**config.mk**
```make
export PLATFORM = sky130hd
export DESIGN_NAME = cwf_refill_ctrl
export DESIGN_NICKNAME = d
export VERILOG_FILES = /design/src/rtl/cwf_pkg.sv /design/src/rtl/cwf_beat_order.sv /design/src/rtl/cwf_word_store.sv /design/src/rtl/cwf_refill_fsm.sv /design/src/rtl/cwf_refill_ctrl.sv
export SDC_FILE = /design/constraint.sdc
export NUM_CORES = 1
export LEC_CHECK = 0
export ABC_CLOCK_PERIOD_IN_PS = 2200
export BUFFER_PORTS_ARGS = -buffer_cell sky130_fd_sc_hd__buf_2
export CELL_PAD_IN_SITES_DETAIL_PLACEMENT = 1
export CELL_PAD_IN_SITES_GLOBAL_PLACEMENT = 1
export CORE_MARGIN = 2
export CORE_UTILIZATION = 40
export CTS_CLUSTER_DIAMETER = 200
export CTS_CLUSTER_SIZE = 40
export DETAILED_ROUTE_END_ITERATION = 12
export PLACE_DENSITY = 0.76
export SYNTH_ARGS = -nofsm -noshare
export SYNTH_HDL_FRONTEND = slang
export SYNTH_SLANG_ARGS = --single-unit
export TNS_END_PERCENT = 100
```
**constraint.sdc**
```tcl
create_clock -name clk -period 2.2 [get_ports clk]
set_clock_uncertainty 0.05 [all_clocks]
set_input_delay 0.44 -clock clk [delete_from_list [all_inputs] [get_ports clk]]
set_output_delay 0.44 -clock clk [all_outputs]
set_load 0.1 [all_outputs]
```
**src/rtl/cwf_pkg.sv**
```systemverilog
package cwf_pkg;
   typedef enum logic [1:0] {
      ST_IDLE  = 2'd0,
      ST_REQ   = 2'd1,
      ST_BURST = 2'd2,
      ST_FIN   = 2'd3
   } cwf_state_e;
endpackage

```
**src/rtl/cwf_beat_order.sv**
```systemverilog
module cwf_beat_order #(
   parameter int LINE_WORDS = 4,
   parameter bit XOR_ORDER  = 1'b1,
   localparam int IDX_W     = $clog2(LINE_WORDS)
) (
   input  logic             clk,
   input  logic             rst_n,
   input  logic             start_i,
   input  logic             beat_i,
   input  logic [IDX_W-1:0] crit_i,
   output logic [IDX_W-1:0] idx_o,
   output logic             first_o,
   output logic             last_o
);
   logic [IDX_W-1:0] cnt_q;

   always_ff @(posedge clk or negedge rst_n) begin
      if (!rst_n)       cnt_q <= '0;
      else if (start_i) cnt_q <= '0;
      else if (beat_i)  cnt_q <= cnt_q + 1'b1;
   end

   generate
      if (XOR_ORDER) begin : g_subblock
         assign idx_o = crit_i ^ cnt_q;
      end else begin : g_wrap
         assign idx_o = crit_i + cnt_q;
      end
   endgenerate

   assign first_o = (cnt_q == '0);
   assign last_o  = (cnt_q == IDX_W'(LINE_WORDS - 1));

   AST_COUNT_WRAPS: assert property (@(posedge clk) disable iff (!rst_n)
      (beat_i && last_o && !start_i) |=> first_o);
endmodule

```
**src/rtl/cwf_word_store.sv**
```systemverilog
module cwf_word_store #(
   parameter int LINE_WORDS = 4,
   parameter int DATA_W     = 32,
   localparam int IDX_W     = $clog2(LINE_WORDS)
) (
   input  logic              clk,
   input  logic              rst_n,
   input  logic              clear_i,
   input  logic              we_i,
   input  logic [IDX_W-1:0]  widx_i,
   input  logic [DATA_W-1:0] wdata_i,
   input  logic              rd_req_i,
   input  logic [IDX_W-1:0]  rd_idx_i,
   output logic              rd_ack_o,
   output logic [DATA_W-1:0] rd_data_o,
   output logic              full_o,
   output logic              empty_o
);
   logic [LINE_WORDS-1:0][DATA_W-1:0] data_q;
   logic [LINE_WORDS-1:0]             have_q;

   always_ff @(posedge clk or negedge rst_n) begin
      if (!rst_n) begin
         data_q <= '0;
         have_q <= '0;
      end else if (clear_i) begin
         have_q <= '0;
      end else begin
         for (int w = 0; w < LINE_WORDS; w++) begin
            if (we_i && widx_i == IDX_W'(w)) begin
               data_q[w] <= wdata_i;
               have_q[w] <= 1'b1;
            end
         end
      end
   end

   assign rd_ack_o  = rd_req_i && have_q[rd_idx_i];
   assign rd_data_o = data_q[rd_idx_i];
   assign full_o    = &have_q;
   assign empty_o   = ~|have_q;

   AST_NO_REWRITE: assert property (@(posedge clk) disable iff (!rst_n)
      we_i |-> !have_q[widx_i]);
   AST_CLEAR_EMPTIES: assert property (@(posedge clk) disable iff (!rst_n)
      clear_i |=> empty_o);
endmodule

```
**src/rtl/cwf_refill_fsm.sv**
```systemverilog
module cwf_refill_fsm
   import cwf_pkg::*;
#(
   parameter int ADDR_W = 16
) (
   input  logic              clk,
   input  logic              rst_n,
   input  logic              miss_valid_i,
   input  logic [ADDR_W-1:0] miss_addr_i,
   input  logic              mem_rvalid_i,
   input  logic              last_beat_i,
   output logic              miss_ready_o,
   output logic              accept_o,
   output logic              mem_req_o,
   output logic [ADDR_W-1:0] mem_addr_o,
   output logic              beat_o,
   output logic              done_o,
   output logic              line_valid_o
);
   cwf_state_e        state_q, state_d;
   logic [ADDR_W-1:0] addr_q;
   logic              lvalid_q;

   assign miss_ready_o = (state_q == ST_IDLE);
   assign accept_o     = miss_ready_o && miss_valid_i;
   assign mem_req_o    = (state_q == ST_REQ);
   assign beat_o       = (state_q == ST_BURST) && mem_rvalid_i;
   assign done_o       = (state_q == ST_FIN);
   assign mem_addr_o   = addr_q;
   assign line_valid_o = lvalid_q;

   always_comb begin
      state_d = state_q;
      unique case (state_q)
         ST_IDLE:  if (miss_valid_i) state_d = ST_REQ;
         ST_REQ:   state_d = ST_BURST;
         ST_BURST: if (beat_o && last_beat_i) state_d = ST_FIN;
         ST_FIN:   state_d = ST_IDLE;
         default:  state_d = ST_IDLE;
      endcase
   end

   always_ff @(posedge clk or negedge rst_n) begin
      if (!rst_n) begin
         state_q  <= ST_IDLE;
         addr_q   <= '0;
         lvalid_q <= 1'b0;
      end else begin
         state_q <= state_d;
         if (accept_o) begin
            addr_q   <= miss_addr_i;
            lvalid_q <= 1'b0;
         end else if (beat_o && last_beat_i) begin
            lvalid_q <= 1'b1;
         end
      end
   end

   AST_BUSY_AFTER_ACCEPT: assert property (@(posedge clk) disable iff (!rst_n)
      accept_o |=> !miss_ready_o);
   AST_DONE_ONE_CYCLE: assert property (@(posedge clk) disable iff (!rst_n)
      done_o |=> !done_o && miss_ready_o);
   AST_DONE_FOLLOWS_BEAT: assert property (@(posedge clk) disable iff (!rst_n)
      done_o |-> $past(beat_o));
   AST_REQ_ONE_CYCLE: assert property (@(posedge clk) disable iff (!rst_n)
      mem_req_o |=> !mem_req_o);
endmodule

```
**src/rtl/cwf_refill_ctrl.sv**
```systemverilog
module cwf_refill_ctrl #(
   parameter int ADDR_W     = 16,
   parameter int DATA_W     = 32,
   parameter int LINE_WORDS = 4,
   parameter bit XOR_ORDER  = 1'b1,
   localparam int IDX_W     = $clog2(LINE_WORDS)
) (
   input  logic              clk,
   input  logic              rst_n,
   input  logic              miss_valid_i,
   input  logic [ADDR_W-1:0] miss_addr_i,
   output logic              miss_ready_o,
   output logic              mem_req_o,
   output logic [ADDR_W-1:0] mem_addr_o,
   input  logic              mem_rvalid_i,
   input  logic [DATA_W-1:0] mem_rdata_i,
   output logic              lb_we_o,
   output logic [IDX_W-1:0]  lb_idx_o,
   output logic [DATA_W-1:0] lb_data_o,
   output logic              restart_o,
   output logic [DATA_W-1:0] restart_data_o,
   input  logic              cpu_req_i,
   input  logic [IDX_W-1:0]  cpu_idx_i,
   output logic              cpu_ack_o,
   output logic [DATA_W-1:0] cpu_data_o,
   output logic              done_o,
   output logic              line_valid_o
);
   generate
      if (LINE_WORDS < 2 || (LINE_WORDS & (LINE_WORDS - 1)) != 0) begin : g_bad_words
         $error("LINE_WORDS must be a power of two of at least 2");
      end
      if (ADDR_W <= IDX_W) begin : g_bad_addr
         $error("ADDR_W must exceed the word index width");
      end
      if (DATA_W < 1) begin : g_bad_data
         $error("DATA_W must be positive");
      end
   endgenerate

   logic             accept, beat, first, last;
   logic             full, empty;
   logic [IDX_W-1:0] widx;

   cwf_refill_fsm #(.ADDR_W(ADDR_W)) u_fsm (
      .clk          (clk),
      .rst_n        (rst_n),
      .miss_valid_i (miss_valid_i),
      .miss_addr_i  (miss_addr_i),
      .mem_rvalid_i (mem_rvalid_i),
      .last_beat_i  (last),
      .miss_ready_o (miss_ready_o),
      .accept_o     (accept),
      .mem_req_o    (mem_req_o),
      .mem_addr_o   (mem_addr_o),
      .beat_o       (beat),
      .done_o       (done_o),
      .line_valid_o (line_valid_o)
   );

   cwf_beat_order #(.LINE_WORDS(LINE_WORDS), .XOR_ORDER(XOR_ORDER)) u_order (
      .clk     (clk),
      .rst_n   (rst_n),
      .start_i (accept),
      .beat_i  (beat),
      .crit_i  (mem_addr_o[IDX_W-1:0]),
      .idx_o   (widx),
      .first_o (first),
      .last_o  (last)
   );

   cwf_word_store #(.LINE_WORDS(LINE_WORDS), .DATA_W(DATA_W)) u_store (
      .clk       (clk),
      .rst_n     (rst_n),
      .clear_i   (accept),
      .we_i      (beat),
      .widx_i    (widx),
      .wdata_i   (mem_rdata_i),
      .rd_req_i  (cpu_req_i),
      .rd_idx_i  (cpu_idx_i),
      .rd_ack_o  (cpu_ack_o),
      .rd_data_o (cpu_data_o),
      .full_o    (full),
      .empty_o   (empty)
   );

   assign lb_we_o        = beat;
   assign lb_idx_o       = widx;
   assign lb_data_o      = mem_rdata_i;
   assign restart_o      = beat && first;
   assign restart_data_o = mem_rdata_i;

   AST_BURST_AT_MISS: assert property (@(posedge clk) disable iff (!rst_n)
      (miss_valid_i && miss_ready_o) |=> (mem_req_o && mem_addr_o == $past(miss_addr_i)));
   AST_RESTART_ON_CRIT: assert property (@(posedge clk) disable iff (!rst_n)
      restart_o |-> (lb_we_o && lb_idx_o == mem_addr_o[IDX_W-1:0] && empty));
   AST_VALID_ONLY_FULL: assert property (@(posedge clk) disable iff (!rst_n)
      line_valid_o |-> full);
   AST_ACK_NOT_ARRIVING: assert property (@(posedge clk) disable iff (!rst_n)
      (lb_we_o && cpu_req_i && cpu_idx_i == lb_idx_o) |-> !cpu_ack_o);
endmodule

```
# After elaboration in Yosys (flattened, before gate mapping)
# Cells that the tools add are included.
[totals] ff_bits=153 in_bits=55 output_inout_bits=121
[classes] n_addsub=1 magnitude_cmp=1 eq_ne=9 muxes=16 n_bitwise=2 n_reduce_logical=23
[op_table] cell="32-bit binary-select mux with 2-bit select" count=1
[op_table] cell="32-bit two-way mux" count=1
[op_table] cell="2-bit nonzero test" count=6
[op_table] cell="2-bit equality test, second input constant" count=5
[op_table] cell="2-bit AND reduction" count=5
[op_table] cell="1-bit logical AND" count=9
[op_table] cell="2-bit two-way mux" count=4
[op_table] cell="2-bit case mux with 4 select lines" count=1
[op_table] cell="1-bit two-way mux" count=7
[op_table] cell="2-bit zero test" count=3
[op_table] cell="2-bit by 1-bit equality test with 1-bit output, second input constant" count=2
[op_table] cell="4-bit two-way mux" count=1
[op_table] cell="2-bit != test, second input constant" count=2
[op_table] cell="2-bit by 3-bit less-than comparator with 1-bit output, second input constant" count=1
[op_table] cell="2-bit by 1-bit adder with 2-bit output, second input constant" count=1
[op_table] cell="1-bit binary-select mux with 2-bit select" count=1
[op_table] cell="2-bit bitwise XOR" count=1
[op_table] cell="1-bit inverter" count=1

# Logic depth before layout (Yosys ltp)
[depth] depth_word=5 mapped_depth=8 mapped_depth_nobuf=5

# Modules after synthesis
# From an unflattened synthesis, not the netlist that was laid out.
[hier_totals] cells_unflattened=458 hier_area_um2=7236.9
[by_module_without_submodules] module="cwf_word_store" n_inst=1 cells_each=328 area_per_inst_um2=5821.8 seq_area_each_um2=3303.2
[by_module_without_submodules] module="cwf_refill_fsm" n_inst=1 cells_each=53 area_per_inst_um2=802.0 seq_area_each_um2=475.5
[by_module_without_submodules] module="cwf_refill_ctrl" n_inst=1 cells_each=65 area_per_inst_um2=486.7 seq_area_each_um2=0.0
[by_module_without_submodules] module="cwf_beat_order" n_inst=1 cells_each=12 area_per_inst_um2=126.4 seq_area_each_um2=50.0

# Worst setup path after synthesis
# No wires, ideal clock.
[synth_timing] kind="register to register" startpoint="reg u_fsm.state_q[0]" endpoint="reg u_fsm.lvalid_q (netlist: u_fsm.line_valid_o)" setup_time_ns=0.132 t_arrival_ns=2.589 t_required_ns=2.018 slack_ns=-0.571 path_stages_with_launch=8 path_buffers=3 cell_sequence="dfrtp_1 > inv_1 > ha_1 > and2_1 > clkbuf_1 > clkbuf_1 > buf_1 > nor2_1"
[synth_between] elab_cells_between_ends=7 cone_classes="1 x eq/ne; 1 x mux; 5 x reduce/logical"
[synth_rtl] element="from (decl)" line="cwf_refill_fsm.sv:20" rtl="cwf_state_e state_q, state_d;"
[synth_rtl] element="from (signal assigned)" line="cwf_refill_fsm.sv:49" rtl="state_q <= state_d;"
[synth_rtl] element="2-bit zero test *" line="cwf_refill_fsm.sv:24" rtl="assign miss_ready_o = (state_q == ST_IDLE);"
[synth_rtl] element="via miss_ready_o" line="cwf_refill_ctrl.sv:12" rtl="output logic miss_ready_o,"
[synth_rtl] element="1-bit logical AND *" line="cwf_refill_fsm.sv:25" rtl="assign accept_o = miss_ready_o && miss_valid_i;"
[synth_rtl] element="1-bit two-way mux / 2-bit nonzero test (equally long branches)"
[synth_rtl] element="to (signal assigned)" line="cwf_refill_fsm.sv:47" rtl="lvalid_q <= 1'b0;"
[synth_rtl] element="to (signal assigned)" line="cwf_refill_fsm.sv:52" rtl="lvalid_q <= 1'b0;"
[synth_rtl] element="to (signal assigned)" line="cwf_refill_fsm.sv:54" rtl="lvalid_q <= 1'b1;"
[synth_rtl] element="to (decl)" line="cwf_refill_fsm.sv:22" rtl="logic lvalid_q;"
# The timed path passes the listed nets; every way through them passes the cells marked *.
# A chain may end at the register's enable or synchronous reset.

# Final worst setup path
[layout_timing] startpoint="reg u_fsm.state_q[1]" endpoint="out restart_o"
[layout_between] elab_chain_len=3
[layout_lines] element="2-bit equality test" line="cwf_refill_fsm.sv:27" rtl="assign beat_o = (state_q == ST_BURST) && mem_rvalid_i;"
[layout_lines] element="1-bit logical AND" line="cwf_refill_fsm.sv:27"
[layout_lines] element="1-bit logical AND" line="cwf_refill_ctrl.sv:90" rtl="assign restart_o = beat && first;"
[layout_lines] element="to (decl)" line="cwf_refill_ctrl.sv:20" rtl="output logic restart_o,"
# Every way passes these cells.

==> key figures <==
Synthesis
  – Yosys top cell by area: dfrtp_1
  – Post-synth top area share: 0.524
  – Mapped Area: ~0.0073 mm2
  – FF+latch count, synth: 153
  – Top post-synthesis cells by count: dfrtp_1 (153), mux2_2 (99), buf_4 (64)
  – Average size of a mapped cell: 14.9 um2
  – Main synth FF type: dfrtp_1
  – Async SR Flop Fraction: 1.00
  – Synth area leaders: dfrtp_1 (52%), mux2_2 (15%), mux4_2 (10%), buf_4 (6.6%), mux2_4 (5.8%)
  – Post-Synthesis Cells: just under 500
  – Number of synthesized flops with an enable pin: 0
  – Unique masters post-synth: 27
  – Synth Warn #: 0
  – Synthesized Nets: 554
  – Top-count cell post-synth: dfrtp_1
  – Register area share after synthesis: 0.524

Global route
  – Pin count of the biggest net entering global routing: 69
  – Initial antenna violation count: 0
  – Vias in the first global route: 4,953
  – Overflow after GRT: 0
  – Total GRT Usage: 0.181
  – First-pass GRT wire length: 27,200 um

Routing
  – DRT Pass-1 Iters: 4
  – Via/cell ratio: 5.04
  – Remaining DRCs: 0
  – Via count: 4,346
  – Final WL: 16,800 um
  – Final ANT Viol Nets: 0
  – Per-cell routed wire length: 19.5 um
  – DR iter-0 viols: 112

Setup path
  – Crit Path Class: flop to output port
  – CP Launch Type: flop
  – CP Capture Type: output port
  – Worst path arrival time: 1.67 ns
  – Worst EP required: approximately 1.7 ns
  – CP Max Fanout: 5

Placement
  – Detailed Place HPWL: 11,400 um
  – Placed cell area: 0.00833 mm2
  – Placer Congestion: 0.756
  – I/O Buffers: 175

Clock tree
  – Clock Latency Late Sink: 0.43 ns
  – Depth of the CTS H-tree: 4
  – CTS root buffer: clkbuf_16
  – Clock buffer depth: 2
  – CTS tree: done
  – Total clock buffers created by CTS: 17
  – Clk sinks: 153
  – Worst-path clk slew: ~0.070 ns

STA
  – Final period utilization: 0.981
  – Least-Margin Pin Slew: slightly above 0.7 ns
  – Worst hold slack: 0.147 ns
  – Final min period: 2.16 ns
  – Finish-stage setup viols: 0
  – Slew headroom: 0.524
  – Final Max Tran Viols: 0
  – Endpoints failing hold: 0
  – RSZ-0062 raised after global routing: true
  – Setup TNS: 0 ns
  – Max Clock Freq: about 0.46 GHz

Min path
  – Worst min path class: input pin to flop

Floorplan
  – Chip height: 139 um
  – IO Pins: around 180
  – Core area: 0.0180 mm2
  – Die width: 139 um
  – Initial Util: 0.407
  – Die area: slightly below 0.02 mm2
  – Row cnt: 49

Cells and area
  – Final Cell Area: 0.00913 mm2
  – Antenna cells: 0
  – Layout cell share with drive strength beyond 1: 0.645
  – Area grow syn2layout: 24.9%
  – Nets: 684
  – Post-Route Utilization: 0.508

Job
  – Max Cap Viol: 0

Run status
  – Outcome: completed
## through the flow
step / instances / setup slack [ns]
final: 863 / 0.0407
after global routing: 863 / -0.0172
after CTS: 859 / 0.00255
after detailed placement: 827 / -0.0102
after global placement: 827 / 0.000362
after floorplan: 492 / -0.0532
## kinds of logic (layout without fill, tap and decap cells)
family,Yosys count,in the layout,synth area share
multiplexers,162,162,0.315
flip-flops,153,153,0.524
buffers and inverters,96,238,0.0924
AND/OR/NAND/NOR,63,63,0.0438
AO/OA/AOI/OAI,8,8,0.00770
adder cells (fa/ha/maj),7,7,0.0120
XOR/XNOR,3,3,0.00565
## path summary, 6_finish.rpt
check | from | endpoint | slack, ns | cells after the start
setup / recovery | u_fsm.state_q[1] | restart_o | 0.04 | 5
hold / removal | miss_addr_i[11] | u_fsm.mem_addr_o[11] | 0.15 | 3
setup reg to reg | u_fsm.state_q[1] | u_store.data_q[15] | 0.10 | 8
hold reg to reg | u_fsm.mem_addr_o[13] | u_fsm.mem_addr_o[13] | 0.42 | 2
max in group asynchronous | rst_n | u_store.data_q[50] | 1.10 | 3
min in group asynchronous | rst_n | u_store.data_q[7] | 0.37 | 2
## state kept, by name, indices dropped and copies added (netlist names)
| register | cells |
|---|---|
| u_store.have_q | 4 |
| u_fsm.line_valid_o | 1 |
| u_store.data_q | 128 |
| u_order.cnt_q | 2 |
| u_fsm.state_q | 2 |
| u_fsm.mem_addr_o | 16 |
## worst max-delay path, stage by stage, from the launching register on
cell     delay, ns
dfrtp_2       0.43
buf_4         0.15
ha_4          0.17
buf_4         0.15
and3_4        0.18
buf_12        0.16
## final cells by class
| cell class | instances | area [um2] |
|---|---|---|
| clock buffer | 20 | 467 |
| fill | 1797 | 8830 |
| multi-input combinational | 243 | 2950 |
| tap | 229 | 287 |
| timing repair buffer | 200 | 1380 |
| clock inverter | 11 | 170 |
| inverter | 7 | 41.3 |
| sequential | 153 | 3840 |
## cell usage in the layout, fill, tap and decap left out, types with 5 or more instances in the layout
cell type  instances
clkbuf_16         18
dfrtp_1          150
ha_1               5
buf_12            18
buf_4             18
mux2_4            47
mux4_2            33
nand2_1           51
mux2_2            80
buf_2            150
clkbuf_4           9
## metal layers
metal | routed length, um | share of wire | global-route usage | vias to the layer above
met1 | 7310 | 0.43 | 0.229 | 2286
met3 | 780 | 0.046 | 0.0528 | 18
met2 | 8490 | 0.51 | 0.305 | 122
met4 | 227 | 0.014 | 0.0532 | 0
met5 | 0 | 0 | 0 | -
li1 | - | - | - | 1920
## what timing repair did
item | CTS | global route
buffers inserted | 0 | 2
endpoints found under the setup margin | 5 | 79
pin swaps | 0 | 1
endpoints found under the hold margin | 16 | 0
cloned | 0 | 2
hold buffers | 1 | 0
gates resized for setup | 7 | 37
Power is not shown: default switching activity piles up to over one toggle a cycle in this logic, so the estimate is an artifact.
